## src/rtl/ide_pio_pkg.sv

```systemverilog
package ide_pio_pkg;

    typedef enum logic [2:0] {
        ST_IDLE,
        ST_TURN,
        ST_SETUP,
        ST_STROBE,
        ST_HOLD,
        ST_DONE
    } pio_state_e;

    localparam logic [1:0] DATA_REG_CS_N = 2'b10;
    localparam logic [2:0] DATA_REG_ADDR = 3'b000;
    localparam logic [1:0] CS_IDLE       = 2'b11;

    function automatic logic wide_allowed(input logic       want_wide,
                                          input logic [1:0] cs_n,
                                          input logic [2:0] addr);
        return want_wide && (cs_n == DATA_REG_CS_N) && (addr == DATA_REG_ADDR);
    endfunction

endpackage

```

## src/rtl/ide_pio_timer.sv

```systemverilog
module ide_pio_timer #(
    parameter int CNT_W = 4
) (
    input  logic             clk,
    input  logic             rst_n,
    input  logic             load,
    input  logic [CNT_W-1:0] load_val,
    output logic             expired
);

    logic [CNT_W-1:0] cnt_q;

    always_ff @(posedge clk or negedge rst_n) begin
        if (!rst_n) begin
            cnt_q <= '0;
        end else if (load) begin
            cnt_q <= load_val;
        end else if (cnt_q != '0) begin
            cnt_q <= cnt_q - 1'b1;
        end
    end

    assign expired = (cnt_q == '0);

endmodule

```

## src/rtl/ide_pio_lanes.sv

```systemverilog
module ide_pio_lanes #(
    parameter int DW = 16
) (
    input  logic          is_wide,
    input  logic          drive_en,
    input  logic [DW-1:0] wdata,
    input  logic [DW-1:0] bus_in,
    output logic [DW-1:0] bus_out,
    output logic          oe_lo,
    output logic          oe_hi,
    output logic [DW-1:0] rd_word
);

    localparam int HALF = DW / 2;

    always_comb begin
        oe_lo = drive_en;
        oe_hi = drive_en && is_wide;
        if (is_wide) begin
            bus_out = wdata;
            rd_word = bus_in;
        end else begin
            bus_out = {{HALF{1'b0}}, wdata[HALF-1:0]};
            rd_word = {{HALF{1'b0}}, bus_in[HALF-1:0]};
        end
    end

endmodule

```

## src/rtl/ide_pio_engine.sv

```systemverilog
module ide_pio_engine
    import ide_pio_pkg::*;
#(
    parameter int DW          = 16,
    parameter int SETUP_CLKS  = 3,
    parameter int STROBE_CLKS = 4,
    parameter int HOLD_CLKS   = 2
) (
    input  logic          clk,
    input  logic          rst_n,
    input  logic          req_valid,
    input  logic          req_write,
    input  logic          req_wide,
    input  logic [1:0]    req_cs_n,
    input  logic [2:0]    req_addr,
    input  logic [DW-1:0] req_wdata,
    output logic          busy,
    output logic          done,
    output logic [DW-1:0] rdata,
    output logic [1:0]    ide_cs_n,
    output logic [2:0]    ide_addr,
    output logic          ide_rd_n,
    output logic          ide_wr_n,
    output logic [DW-1:0] ide_dd_out,
    output logic          ide_dd_oe_lo,
    output logic          ide_dd_oe_hi,
    input  logic [DW-1:0] ide_dd_in
);

    localparam int MAX_A    = (SETUP_CLKS > STROBE_CLKS) ? SETUP_CLKS : STROBE_CLKS;
    localparam int MAX_CLKS = (MAX_A > HOLD_CLKS) ? MAX_A : HOLD_CLKS;
    localparam int CNT_W    = (MAX_CLKS > 1) ? $clog2(MAX_CLKS) : 1;
    localparam logic [CNT_W-1:0] SETUP_LD  = CNT_W'(SETUP_CLKS - 1);
    localparam logic [CNT_W-1:0] STROBE_LD = CNT_W'(STROBE_CLKS - 1);
    localparam logic [CNT_W-1:0] HOLD_LD   = CNT_W'(HOLD_CLKS - 1);

    pio_state_e state_q, state_d;

    logic          lat_write_q;
    logic          lat_wide_q;
    logic [1:0]    lat_cs_n_q;
    logic [2:0]    lat_addr_q;
    logic [DW-1:0] lat_wdata_q;
    logic [DW-1:0] rdata_q;

    logic             tmr_load;
    logic [CNT_W-1:0] tmr_val;
    logic             tmr_expired;
    logic             drive_en;
    logic             addr_en;
    logic             accept;
    logic             capture;
    logic [DW-1:0]    rd_word;

    assign accept  = (state_q == ST_IDLE) && req_valid;
    assign capture = (state_q == ST_STROBE) && tmr_expired;

    // State register
    always_ff @(posedge clk or negedge rst_n) begin
        if (!rst_n) begin
            state_q <= ST_IDLE;
        end else begin
            state_q <= state_d;
        end
    end

    // Next state and timer loading
    always_comb begin
        state_d  = state_q;
        tmr_load = 1'b0;
        tmr_val  = '0;
        unique case (state_q)
            ST_IDLE: begin
                if (req_valid) state_d = ST_TURN;
            end
            ST_TURN: begin
                state_d  = ST_SETUP;
                tmr_load = 1'b1;
                tmr_val  = SETUP_LD;
            end
            ST_SETUP: begin
                if (tmr_expired) begin
                    state_d  = ST_STROBE;
                    tmr_load = 1'b1;
                    tmr_val  = STROBE_LD;
                end
            end
            ST_STROBE: begin
                if (tmr_expired) begin
                    state_d  = ST_HOLD;
                    tmr_load = 1'b1;
                    tmr_val  = HOLD_LD;
                end
            end
            ST_HOLD: begin
                if (tmr_expired) state_d = ST_DONE;
            end
            ST_DONE: begin
                state_d = ST_IDLE;
            end
            default: begin
                state_d = ST_IDLE;
            end
        endcase
    end

    // Outputs decoded from the state register
    always_comb begin
        busy     = 1'b1;
        done     = 1'b0;
        ide_rd_n = 1'b1;
        ide_wr_n = 1'b1;
        drive_en = 1'b0;
        addr_en  = 1'b0;
        unique case (state_q)
            ST_IDLE: begin
                busy = 1'b0;
            end
            ST_TURN: begin
                drive_en = lat_write_q;
            end
            ST_SETUP, ST_HOLD: begin
                drive_en = lat_write_q;
                addr_en  = 1'b1;
            end
            ST_STROBE: begin
                drive_en = lat_write_q;
                addr_en  = 1'b1;
                ide_rd_n = lat_write_q;
                ide_wr_n = !lat_write_q;
            end
            ST_DONE: begin
                done = 1'b1;
            end
            default: begin
                busy = 1'b0;
            end
        endcase
        ide_cs_n = addr_en ? lat_cs_n_q : CS_IDLE;
        ide_addr = addr_en ? lat_addr_q : 3'b000;
    end

    // Request latch
    always_ff @(posedge clk or negedge rst_n) begin
        if (!rst_n) begin
            lat_write_q <= 1'b0;
            lat_wide_q  <= 1'b0;
            lat_cs_n_q  <= CS_IDLE;
            lat_addr_q  <= '0;
            lat_wdata_q <= '0;
        end else if (accept) begin
            lat_write_q <= req_write;
            lat_wide_q  <= wide_allowed(req_wide, req_cs_n, req_addr);
            lat_cs_n_q  <= req_cs_n;
            lat_addr_q  <= req_addr;
            lat_wdata_q <= req_wdata;
        end
    end

    // Read capture on the final strobe-low cycle
    always_ff @(posedge clk or negedge rst_n) begin
        if (!rst_n) begin
            rdata_q <= '0;
        end else if (capture && !lat_write_q) begin
            rdata_q <= rd_word;
        end
    end

    assign rdata = rdata_q;

    ide_pio_timer #(
        .CNT_W (CNT_W)
    ) timer_i (
        .clk      (clk),
        .rst_n    (rst_n),
        .load     (tmr_load),
        .load_val (tmr_val),
        .expired  (tmr_expired)
    );

    ide_pio_lanes #(
        .DW (DW)
    ) lanes_i (
        .is_wide  (lat_wide_q),
        .drive_en (drive_en),
        .wdata    (lat_wdata_q),
        .bus_in   (ide_dd_in),
        .bus_out  (ide_dd_out),
        .oe_lo    (ide_dd_oe_lo),
        .oe_hi    (ide_dd_oe_hi),
        .rd_word  (rd_word)
    );

endmodule

```

## config.mk

```make
export PLATFORM = sky130hd
export DESIGN_NAME = ide_pio_engine
export DESIGN_NICKNAME = d
export VERILOG_FILES = /design/src/rtl/ide_pio_pkg.sv /design/src/rtl/ide_pio_timer.sv /design/src/rtl/ide_pio_lanes.sv /design/src/rtl/ide_pio_engine.sv
export SDC_FILE = /design/constraint.sdc
export NUM_CORES = 1
export LEC_CHECK = 0
export CAP_MARGIN = 20
export CELL_PAD_IN_SITES_DETAIL_PLACEMENT = 1
export CELL_PAD_IN_SITES_GLOBAL_PLACEMENT = 1
export CORE_ASPECT_RATIO = 0.6
export CORE_MARGIN = 3
export CORE_UTILIZATION = 30
export DETAILED_ROUTE_END_ITERATION = 12
export PLACE_DENSITY = 0.8
export SLEW_MARGIN = 20
export SYNTH_ARGS = -nofsm -noshare
export SYNTH_HDL_FRONTEND = slang
export SYNTH_SLANG_ARGS = --single-unit
```

## constraint.sdc

```tcl
create_clock -name clk -period 1.7 [get_ports clk]
set_clock_uncertainty 0.05 [all_clocks]
set_input_delay 0.34 -clock clk [delete_from_list [all_inputs] [get_ports clk]]
set_output_delay 0.34 -clock clk [all_outputs]
set_load 0.05 [all_outputs]
```

# After elaboration in Yosys (flattened, before gate mapping)
# Index checks and enable logic that the tools add are counted.
dict set report classes {
  n_addsub 1
  eq_ne 10
  muxes 22
  n_reduce_logical 17
}
# op count
set ops {}
lappend ops {{$mux W16} 2}
lappend ops {{$mux W3} 5}
lappend ops {{$pmux W3 S5} 1}
lappend ops {{$mux W1} 8}
lappend ops {{$mux W2} 4}
lappend ops {{$ne A2 B2 Y1 const B} 4}
lappend ops {{$eq A3 B2 Y1 const B} 2}
lappend ops {{$eq A3 B3 Y1 const B} 2}
lappend ops {{$logic_and A1 B1 Y1} 6}
lappend ops {{$logic_not A3 Y1} 2}
lappend ops {{$pmux W2 S3} 1}
lappend ops {{$reduce_or A5 Y1} 1}
lappend ops {{$reduce_and A4 Y1} 1}
lappend ops {{$reduce_bool A2 Y1} 2}
lappend ops {{$reduce_or A4 Y1} 1}
lappend ops {{$eq A3 B1 Y1 const B} 1}
lappend ops {{$reduce_or A3 Y1} 1}
lappend ops {{$eq A2 B2 Y1 const B} 1}
lappend ops {{$logic_not A2 Y1} 1}
lappend ops {{$pmux W1 S2} 1}
lappend ops {{$reduce_or A2 Y1} 1}
lappend ops {{$sub A2 B1 Y2 const B} 1}
lappend ops {{$logic_not A1 Y1} 1}
dict set report word_totals {
  regBits 44
  in_bits 42
  output_inout_bits 43
  elab_cells 58
}

# Depth between registers and ports, before layout
# Gate-level depths: netlist (run 1).
dict set report logic_depth {
  depth_word 4
  depth_mapped 7
  mapped_depth_nobuf 5
}

# Cells and area by module
# From an unflattened synthesis (run 1), not the netlist that was laid out.
dict set report hier_totals {
  hier_cells 170
  hier_area_um2 2199.6
}
# mod instances cells_per_inst area_each_um2 seq_area_each_um2
set modules_own_cells {}
lappend modules_own_cells {ide_pio_engine 1 123 1824.2 1053.5}
lappend modules_own_cells {ide_pio_lanes 1 35 261.5 0.0}
lappend modules_own_cells {ide_pio_timer 1 12 113.9 50.0}

# Worst setup path before layout (run 1)
# No wires, ideal clock.
dict set report synth_path {
  path_type {register to output}
  startpoint {register state_q[1]}
  endpoint {output port done}
  arrival_ps 1812
  required_ps 1310
  path_slack_ps -502
  stages_incl_launch_ff 3
  path_buffers 1
  path_cell_list {dfrtp_1 buf_2 nor3b_1}
}
dict set report synth_via {
  elab_chain_cells 2
}
# item line
set synth_rtl {}
lappend synth_rtl {{start, declared} ide_pio_engine.sv:37} ;# pio_state_e state_q, state_d;
lappend synth_rtl {{start signal, assigned} ide_pio_engine.sv:63} ;# state_q <= state_d;
lappend synth_rtl {{$eq A3 B3 Y1} ide_pio_engine.sv:115} ;# unique case (state_q)
lappend synth_rtl {{$mux W1} ide_pio_engine.sv:115}
lappend synth_rtl {{end, declared} ide_pio_engine.sv:18} ;# output logic done,
# No other way between the ends.

# Final worst setup path (run 1)
dict set report layout_path {
  startpoint {register state_q[2]}
  endpoint {output port ide_dd_oe_hi}
}
dict set report layout_via {
  elab_chain_cells 4
  word_cells_on_any_way 7
  cone_classes {4 x eq/ne; 1 x mux; 2 x reduce/logical}
}
# item line
set layout_rtl {}
lappend layout_rtl {{$eq A3 B2 Y1 (tied with other cells)} ide_pio_engine.sv:115}
lappend layout_rtl {{$reduce_or A4 Y1 (no line) *} -}
lappend layout_rtl {{$mux W1 *} ide_pio_engine.sv:115}
lappend layout_rtl {{$logic_and A1 B1 Y1 *} ide_pio_lanes.sv:18} ;# oe_hi = drive_en && is_wide;
lappend layout_rtl {{end, declared} ide_pio_engine.sv:26} ;# output logic ide_dd_oe_hi,
# Every way passes the cells marked *; elsewhere a longest branch is shown, timed or not.

==> results of run 1 <==
-- worst max-delay path, delay by kind of cell, from the launching register on --
family	cells	cell delay, ps
DFF	1	410
buffers and inverters	2	280
and+or+nand+nor	1	230
AOI/OAI and AO/OA	1	200
xor gates and xnor gates	1	120
-- per-layer routing --
| layer | track usage [%] | up-vias |
|---|---|---|
| li1 | - | 781 |
| met1 | 21.2 | 809 |
| met2 | 22.0 | 66 |
| met3 | 5.90 | 0 |
| met4 | 1.20 | 0 |
| met5 | 0 | - |
-- cell type report --
cell class	count	area [sq um]
multi-input cells	103	953
fillers	665	2920
flip-flops and latches	44	1110
clock inverters	1	5.00
repair buffers	110	1180
well taps	84	105
clock buffers	7	133
inverters	4	15.0
-- stage by stage --
step           worst slack (ps)  util, %  instances
6_report                   -204     54.5        353
5_1_grt                    -301     54.5        353
4_1_cts                    -195     53.4        350
3_5_place_dp               -178     49.8        335
3_3_place_gp               -138     49.8        335
2_1_floorplan             -18.8        -        170
-- layout by cell type (no fill, tap or decap), types with 2 or more instances in the layout --
| cell type | synthesis | final |
|---|---|---|
| clkbuf_16 | 0 | 5 |
| dfrtp_1 | 42 | 40 |
| nand3b_1 | 3 | 3 |
| o31ai_1 | 8 | 8 |
| and2_1 | 10 | 9 |
| o21ai_0 | 11 | 11 |
| clkdlybuf4s50_1 | 0 | 40 |
| or2_4 | 0 | 2 |
| buf_12 | 0 | 17 |
| nor2_4 | 1 | 2 |
| mux2_4 | 0 | 6 |
| dfstp_2 | 2 | 2 |
| buf_4 | 9 | 41 |
| inv_1 | 4 | 3 |
| clkbuf_1 | 4 | 2 |
| nand4b_1 | 3 | 3 |
| dfrtp_2 | 0 | 2 |
| nor2b_4 | 0 | 3 |
| nand2_1 | 11 | 10 |
| buf_6 | 2 | 11 |
| mux2_2 | 29 | 23 |
-- what timing repair did --
| action | CTS | global route |
|---|---|---|
| buffers inserted | 7 | 4 |
| resized for setup | 11 | 12 |
| endpoints found under the setup margin | 10 | 30 |
| pin swaps | 5 | 4 |
| gates cloned | 0 | 0 |
-- state kept, by name, indices dropped and copies added, names as in the netlist --
signal and count:
lat_wdata_q 16, rdata 16, lat_addr_q 3, state_q 3, lat_cs_n_q 2, timer_i.cnt_q 2, lat_wide_q 1, lat_write_q 1
-- path summary, 6_finish.rpt --
path                                 start              end  slack, ps
max                             state_q[2]     ide_dd_oe_hi       -200
min                                  rst_n         rdata[9]          4
max reg2reg                     state_q[2]  lat_wdata_q[13]       -110
min reg2reg                lat_wdata_q[12]  lat_wdata_q[12]        460
max in group asynchronous            rst_n    lat_cs_n_q[1]       1300
min in group clk           lat_wdata_q[12]  lat_wdata_q[12]        460
-- report_power, final --
| group | total (mW) | internal (mW) | switching, mW |
|---|---|---|---|
| registers | 1.94 | 1.58 | 0.360 |
| clock network | 0.914 | 0.543 | 0.370 |
| logic | 4.75 | 2.10 | 2.64 |
| total | 7.60 | 4.23 | 3.37 |
-- kinds of logic after synthesis --
logic type / synth area share [%]
AOI/OAI and AO/OA: 7.31
xor gates and xnor gates: 0.420
adders and majority gates: 1.20
buffers and inverters: 6.71
DFF: 52.9
muxes: 16.7
and+or+nand+nor: 14.8
==> results.yml, run 1 <==
min_path:
  hold_class: "in -> async"
placement:
  gp_congestion: 0.784
  port_buffers: 84
  dp_hpwl_mm: 4.49
  place_area_sq_um: 3200
clock_tree:
  clock_latency_ps: 280
  clk_path_buf_depth: 2
  ctsHoldBuffers: 0
  cts_tree: "built"
  cts_root_buf: "clkbuf_16"
  htreeDepth: 2
  cts_sinks: 44
  clk_pin_slew_ps: 60
  cts_buffers: 5
logic_synthesis:
  yosys_warnings: 0
  synth_seq_area_share_pct: 52.9
  avgSynthCellArea_sq_um: 12.3
  synthMostInstantiatedCell: "dfrtp_1"
  synth-edff-count: 0
  synthTopCellsByCount: "dfrtp_1, mux2_2, nand2_1, o21ai_0, and2_1"
  syn_nets: 214
  netlist_top_cells_area: "dfrtp_1, mux2_2, buf_4"
  synth_cell_type_count: 36
  yosysTopAreaCell: "dfrtp_1"
  async_reset_ff_share_pct: 100
  mappedNetlistArea_sq_um: 2090
  synth_flop_cell: "dfrtp_1"
  synth_cells: 170
  synth_seq_cells: 44
  synth_top_area_share_pct: 50.4
layout:
  syn_to_final_growth_pct: 67.4
  num_antenna_cells: 0
  drive_gt1_share_pct: 46.8
  nets: 312
  fin_area_sq_um: 3490
timing:
  slew_headroom_pct: 78.0
  worstMarginPinSlew_ps: 331
  whs_ps: 4.12
  min_period_ps: 1900
  fmaxAchievable_mhz: 525
  setup_ws_ps: -204
  grt_setup_unrepaired: "yes"
  slew_violations: 0
  finalSetupViolCount: 30
  timing.final.crit_share_pct: 112
  hold_viol_final: 0
  tns_ps: -2950
outcome:
  violations: "negative setup slack"
  status: "complete, but fails checks"
route:
  first_pass_iters: 4
  wl_mm: 5.97
  post-route-drc-count: 0
  first_iter_violations: 87
  wl_met3_microns: 549
  vias: 1656
  top_layer_used: "met3"
  wl_met1_mm: 2.83
  viasPerCell: 4.69
  wl_per_cell_microns: 16.9
  postRouteAntennaNets: 0
  wl_met2_mm: 2.59
floorplanning:
  pin_count: 85
  die_y_microns: 70.6
  core_sq_um: 6410
  initial_core_util_pct: 32.5
  rows: 22
  dieArea_sq_um: 8030
  die_x_microns: 114
worst_setup_path:
  slowest_delay_ps: 410
  start_kind: "flop"
  worstPathRequired_ps: 1310
  crit_arrival_ps: 1510
  cp-end-kind: "output pin"
  worstSetupPathType: "reg -> out"
  crit_path_max_fanout: 3
  reg2regPathDepth: 6
  worstPathCellList: "buf_6 > xnor2_2 > o21bai_1 > and3_4 > buf_12"
  slowest_stage: "dfrtp_1"
run:
  maxCapViolCount: 0
grt:
  grt_use_total_pct: 14.8
  antenna_found_initial: 0
  grt_pass1_wl_mm: 9.44
  grt_max_degree: 25
  grt-ovfl-total: 0
  grt_pass1_vias: 1749
power:
  p_leak_nw: 1.53
  power_mw: 7.60
  powerDensity_nw_per_um2: 2180
  vdd.ir_drop.worst_mv: 1.04
No activity file was read; power rests on OpenSTA's default activity.
==> inputs of run 2 (changes only) <==
--- a/config.mk
+++ b/config.mk
@@ -11,6 +11,7 @@
 export CORE_ASPECT_RATIO = 0.6
 export CORE_MARGIN = 3
 export CORE_UTILIZATION = 30
+export CTS_CLUSTER_DIAMETER = 60
 export DETAILED_ROUTE_END_ITERATION = 12
 export PLACE_DENSITY = 0.8
 export SLEW_MARGIN = 20
==> constraint.sdc (replaced) <==
create_clock -name clk -period 1.7 [get_ports clk]
set_clock_uncertainty 0.05 [all_clocks]
set_input_delay 0.34 -clock clk [delete_from_list [all_inputs] [get_ports clk]]
set_output_delay 0.34 -clock clk [all_outputs]
set_load 0.005 [all_outputs]
==> results.yml, run 2 (same netlist as run 1, synthesis figures left out) <==
route:
  first_iter_violations: 26
  postRouteAntennaNets: 0
  first_pass_iters: 4
  wl_mm: 6.44
  viasPerCell: 4.69
  vias: 1690
  wl_per_cell_microns: 17.9
  post-route-drc-count: 0
worst_setup_path:
  worstPathRequired_ps: 1310
  start_kind: "flop"
  crit_arrival_ps: 1440
  crit_path_max_fanout: 3
  cp-end-kind: "output pin"
  worstSetupPathType: "reg -> out"
clock_tree:
  cts_buffers: 5
  cts_root_buf: "clkbuf_16"
  clk_path_buf_depth: 2
  clock_latency_ps: 280
  htreeDepth: 2
  cts_tree: "built"
  cts_sinks: 44
  clk_pin_slew_ps: 60
layout:
  nets: 319
  num_antenna_cells: 0
  multi_input_area_sq_um: 997
  layout.cells.most_common: "clkdlybuf4s50_1"
  drive_gt1_share_pct: 36.2
  n_fill_cell: 680
  final_cell_mix: "clkdlybuf4s50_1, dfrtp_1, mux2_4, buf_4"
  syn_to_final_growth_pct: 68.8
  regArea_sq_um: 1110
  post-route-util_pct: 54.9
grt:
  grt-ovfl-total: 0
  antenna_found_initial: 0
  grt_use_total_pct: 16.3
  grt_pass1_vias: 1947
  grt_max_degree: 26
  grt_pass1_wl_mm: 10.2
timing:
  tns_ps: -2610
  slew_headroom_pct: 64.9
  worstMarginPinSlew_ps: 526
  hold_viol_final: 0
  slew_violations: 0
  finalSetupViolCount: 29
  setup_ws_ps: -132
  grt_setup_unrepaired: "yes"
  min_period_ps: 1830
  timing.final.crit_share_pct: 108
  fmaxAchievable_mhz: 546
placement:
  dp_hpwl_mm: 4.33
  port_buffers: 84
  gp_congestion: 0.852
floorplanning:
  die_x_microns: 114
  pin_count: 85
  initial_core_util_pct: 32.5
  core_sq_um: 6410
  dieArea_sq_um: 8030
  die_y_microns: 70.6
  rows: 22
outcome:
  violations: "negative setup slack"
  status: "complete, but fails checks"
power:
  power_mw: 6.17
  powerDensity_nw_per_um2: 1750
  p_leak_nw: 1.55
  vdd.ir_drop.worst_mv: 0.712
min_path:
  hold_class: "reg -> reg"
run:
  maxCapViolCount: 0
-- run 2: per-layer routing --
layer	GRT usage, %	vias to the layer above	wire length, microns
met5	0	-	0
met2	26.5	57	2890
met4	2.00	0	25
li1	-	795	-
met1	22.0	834	3030
met3	5.04	4	493
-- run 2: area by class of cell --
class | instances | area share (%)
clock buffers | 7 | 4.05
flip-flops and latches | 44 | 31.4
repair buffers | 117 | 32.6
well taps | 84 | 2.98
inverters | 4 | 0.426
clock inverters | 1 | 0.213
multi-input cells | 103 | 28.3
-- run 2: power breakdown --
| group | switching (mW) | internal, mW | total [mW] |
|---|---|---|---|
| clock | 0.401 | 0.586 | 0.987 |
| sequential | 0.319 | 1.59 | 1.90 |
| combinational | 1.19 | 2.08 | 3.28 |
| total | 1.91 | 4.25 | 6.17 |
-- run 2: what timing repair did --
| action | in CTS | in global routing |
|---|---|---|
| resized for setup | 98 | 11 |
| cloned | 2 | 0 |
| hold buffers | 1 | 0 |
| pin swaps | 9 | 3 |
| setup endpoints to repair | 41 | 33 |
| setup buffers | 13 | 4 |
| hold endpoints to repair | 17 | 0 |
-- run 2: critical path, cell delays in order (launching register included) --
cell and delay (ps):
dfrtp_2 440, ha_4 190, buf_6 110, o21bai_4 160, and3_1 140, buf_2 120
-- run 2: worst paths after layout --
path / startpoint / to / slack (ps) / cells after the start
max in group asynchronous: rst_n / state_q[0] / 550 / 3
min: lat_wdata_q[9] / lat_wdata_q[9] / 450 / 1
min reg2reg: lat_wdata_q[9] / lat_wdata_q[9] / 450 / 1
min in group asynchronous: rst_n / timer_i.cnt_q[1] / 520 / 2
max reg2reg: state_q[1] / lat_wdata_q[3] / -120 / 7
max: state_q[1] / ide_dd_oe_hi / -130 / 5
-- run 2: per-stage QoR --
step / setup WS (ps) / cells / hold WS, ps / cell area [sq um]
3_5_place_dp: -391 / 336 / 298 / 3060
2_1_floorplan: 40.4 / 170 / -5.59 / 2090
3_3_place_gp: -330 / 336 / 293 / 3060
4_1_cts: -158 / 359 / 456 / 3500
6_report: -132 / 360 / 452 / 3520
5_1_grt: -190 / 360 / 472 / 3520
==> inputs of run 3 (changes only) <==
--- a/config.mk
+++ b/config.mk
@@ -6,14 +6,14 @@
 export NUM_CORES = 1
 export LEC_CHECK = 0
 export CAP_MARGIN = 20
-export CELL_PAD_IN_SITES_DETAIL_PLACEMENT = 1
-export CELL_PAD_IN_SITES_GLOBAL_PLACEMENT = 1
+export CELL_PAD_IN_SITES_DETAIL_PLACEMENT = 2
+export CELL_PAD_IN_SITES_GLOBAL_PLACEMENT = 2
 export CORE_ASPECT_RATIO = 0.6
 export CORE_MARGIN = 3
-export CORE_UTILIZATION = 30
+export CORE_UTILIZATION = 24
 export CTS_CLUSTER_DIAMETER = 60
 export DETAILED_ROUTE_END_ITERATION = 12
-export PLACE_DENSITY = 0.8
+export PLACE_DENSITY = 0.79
 export SLEW_MARGIN = 20
 export SYNTH_ARGS = -nofsm -noshare
 export SYNTH_HDL_FRONTEND = slang
==> results.yml, run 3 (same netlist as run 1, synthesis figures left out) <==
route:
  viasPerCell: 4.52
  first_iter_violations: 29
  wl_mm: 6.91
  vias: 1723
  wl_per_cell_microns: 18.1
  post-route-drc-count: 0
  postRouteAntennaNets: 0
  first_pass_iters: 3
worst_setup_path:
  slowest_stage: "dfrtp_1"
  slowest_delay_ps: 380
  critical_path_cell_count: 6
  worstSetupPathType: "reg -> out"
  worstPathRequired_ps: 1310
  crit_path_frequent_cell: "buf_6"
  crit_path_max_fanout: 2
  crit-reg2reg-launch: "state_q[1]"
  r2r_setup_slack_ps: -30
  setup.worst_path.end: "ide_dd_oe_lo"
  regToRegEndpoint: "lat_addr_q[2]"
  crit_arrival_ps: 1450
  start_kind: "flop"
  cp-end-kind: "output pin"
  critPathBufInv: 3
  startpoint: "state_q[2]"
  crit_family: "flip-flops"
  worstPathCellList: "inv_2 > ha_4 > buf_6 > o21bai_4 > and2_4 > buf_6"
  reg2regPathDepth: 6
timing:
  timing.final.crit_share_pct: 108
  setup_ws_ps: -139
  tns_ps: -1120
  whs_ps: 455
  slew_violations: 0
  finalSetupViolCount: 32
  fmaxAchievable_mhz: 544
  worstMarginPinSlew_ps: 521
  min_period_ps: 1840
  slew_headroom_pct: 65.2
  grt_setup_unrepaired: "yes"
  hold_viol_final: 0
power:
  power_mw: 6.32
  powerDensity_nw_per_um2: 1770
  vdd.ir_drop.worst_mv: 0.637
  p_leak_nw: 1.56
floorplanning:
  die_y_microns: 78.2
  initial_core_util_pct: 25.6
  dieArea_sq_um: 9890
  core_sq_um: 8160
  die_x_microns: 126
  rows: 25
  pin_count: 85
grt:
  grt_pass1_vias: 1980
  grt-ovfl-total: 0
  grt_use_total_pct: 14.1
  antenna_found_initial: 0
  grt_max_degree: 25
  grt_pass1_wl_mm: 10.9
layout:
  n_fill_cell: 816
  num_antenna_cells: 0
  fin_cells: 381
  nets: 316
  regArea_sq_um: 1110
  drive_gt1_share_pct: 35.5
  layout.cells.most_common: "clkdlybuf4s50_1"
  multi_input_area_sq_um: 1030
  fin_area_sq_um: 3580
  final_cell_mix: "clkdlybuf4s50_1, dfrtp_1, mux2_4, buf_4, buf_6"
  syn_to_final_growth_pct: 71.6
clock_tree:
  cts_buffers: 5
  clock_latency_ps: 290
  clk_path_buf_depth: 2
  clk_pin_slew_ps: 60
  cts_sinks: 44
  cts_root_buf: "clkbuf_16"
  cts_tree: "built"
  htreeDepth: 2
placement:
  place_area_sq_um: 3070
  gp_congestion: 0.773
  placed_cells: 359
  port_buffers: 84
  dp_hpwl_mm: 4.77
outcome:
  violations: "negative setup slack"
  status: "complete, but fails checks"
run:
  maxCapViolCount: 0
min_path:
  hold_class: "reg -> reg"
-- run 3: final cells by class --
type / instances / area share [%]
Clock buffer: 7 / 3.70
Multi-Input combinational cell: 103 / 28.9
Clock inverter: 1 / 0.838
Sequential cell: 44 / 30.9
Tap cell: 108 / 3.77
Inverter: 4 / 0.419
Timing Repair Buffer: 114 / 31.5
-- run 3: metrics by stage --
stage / util [%] / setup WS, ps
after CTS: 42.9 / -147
after global routing: 43.9 / -193
after detailed placement: 37.5 / -376
after global placement: 37.5 / -335
after floorplan: - / 40.4
final: 43.9 / -139
-- run 3: worst min-delay path by stage --
| stage | startpoint | end | slack (ps) | cells past startpoint |
|---|---|---|---|---|
| 2_1_floorplan | rst_n | lat_addr_q[0] | -6 | 0 |
| 3_3_place_gp | rst_n | lat_wdata_q[0] | 290 | 1 |
| 3_5_place_dp | rst_n | lat_wdata_q[0] | 300 | 1 |
| 4_1_cts | lat_addr_q[2] | lat_addr_q[2] | 460 | 1 |
| 5_1_grt | lat_wdata_q[9] | lat_wdata_q[9] | 480 | 1 |
| 6_report | lat_wdata_q[12] | lat_wdata_q[12] | 450 | 1 |
-- run 3: what timing repair did --
| item | in CTS | in global routing |
|---|---|---|
| setup buffers | 10 | 4 |
| endpoints found under the hold margin | 18 | 0 |
| endpoints found under the setup margin | 42 | 47 |
| pin swaps | 7 | 4 |
| gates cloned | 2 | 0 |
| hold buffers | 1 | 0 |
| gates resized for setup | 108 | 28 |
-- run 3: per-layer routing --
metal,GRT usage [%],wire (microns),vias up
li1,-,-,792
met4,2.89,43,0
met2,22.0,3030,61
met3,5.51,556,6
met5,0,0,-
met1,18.6,3280,864
-- run 3: report_power, final --
part           leakage [nW]  switching (mW)  internal, mW
combinational         0.952            1.21          2.11
sequential            0.532           0.327          1.58
clock                0.0781           0.397         0.695
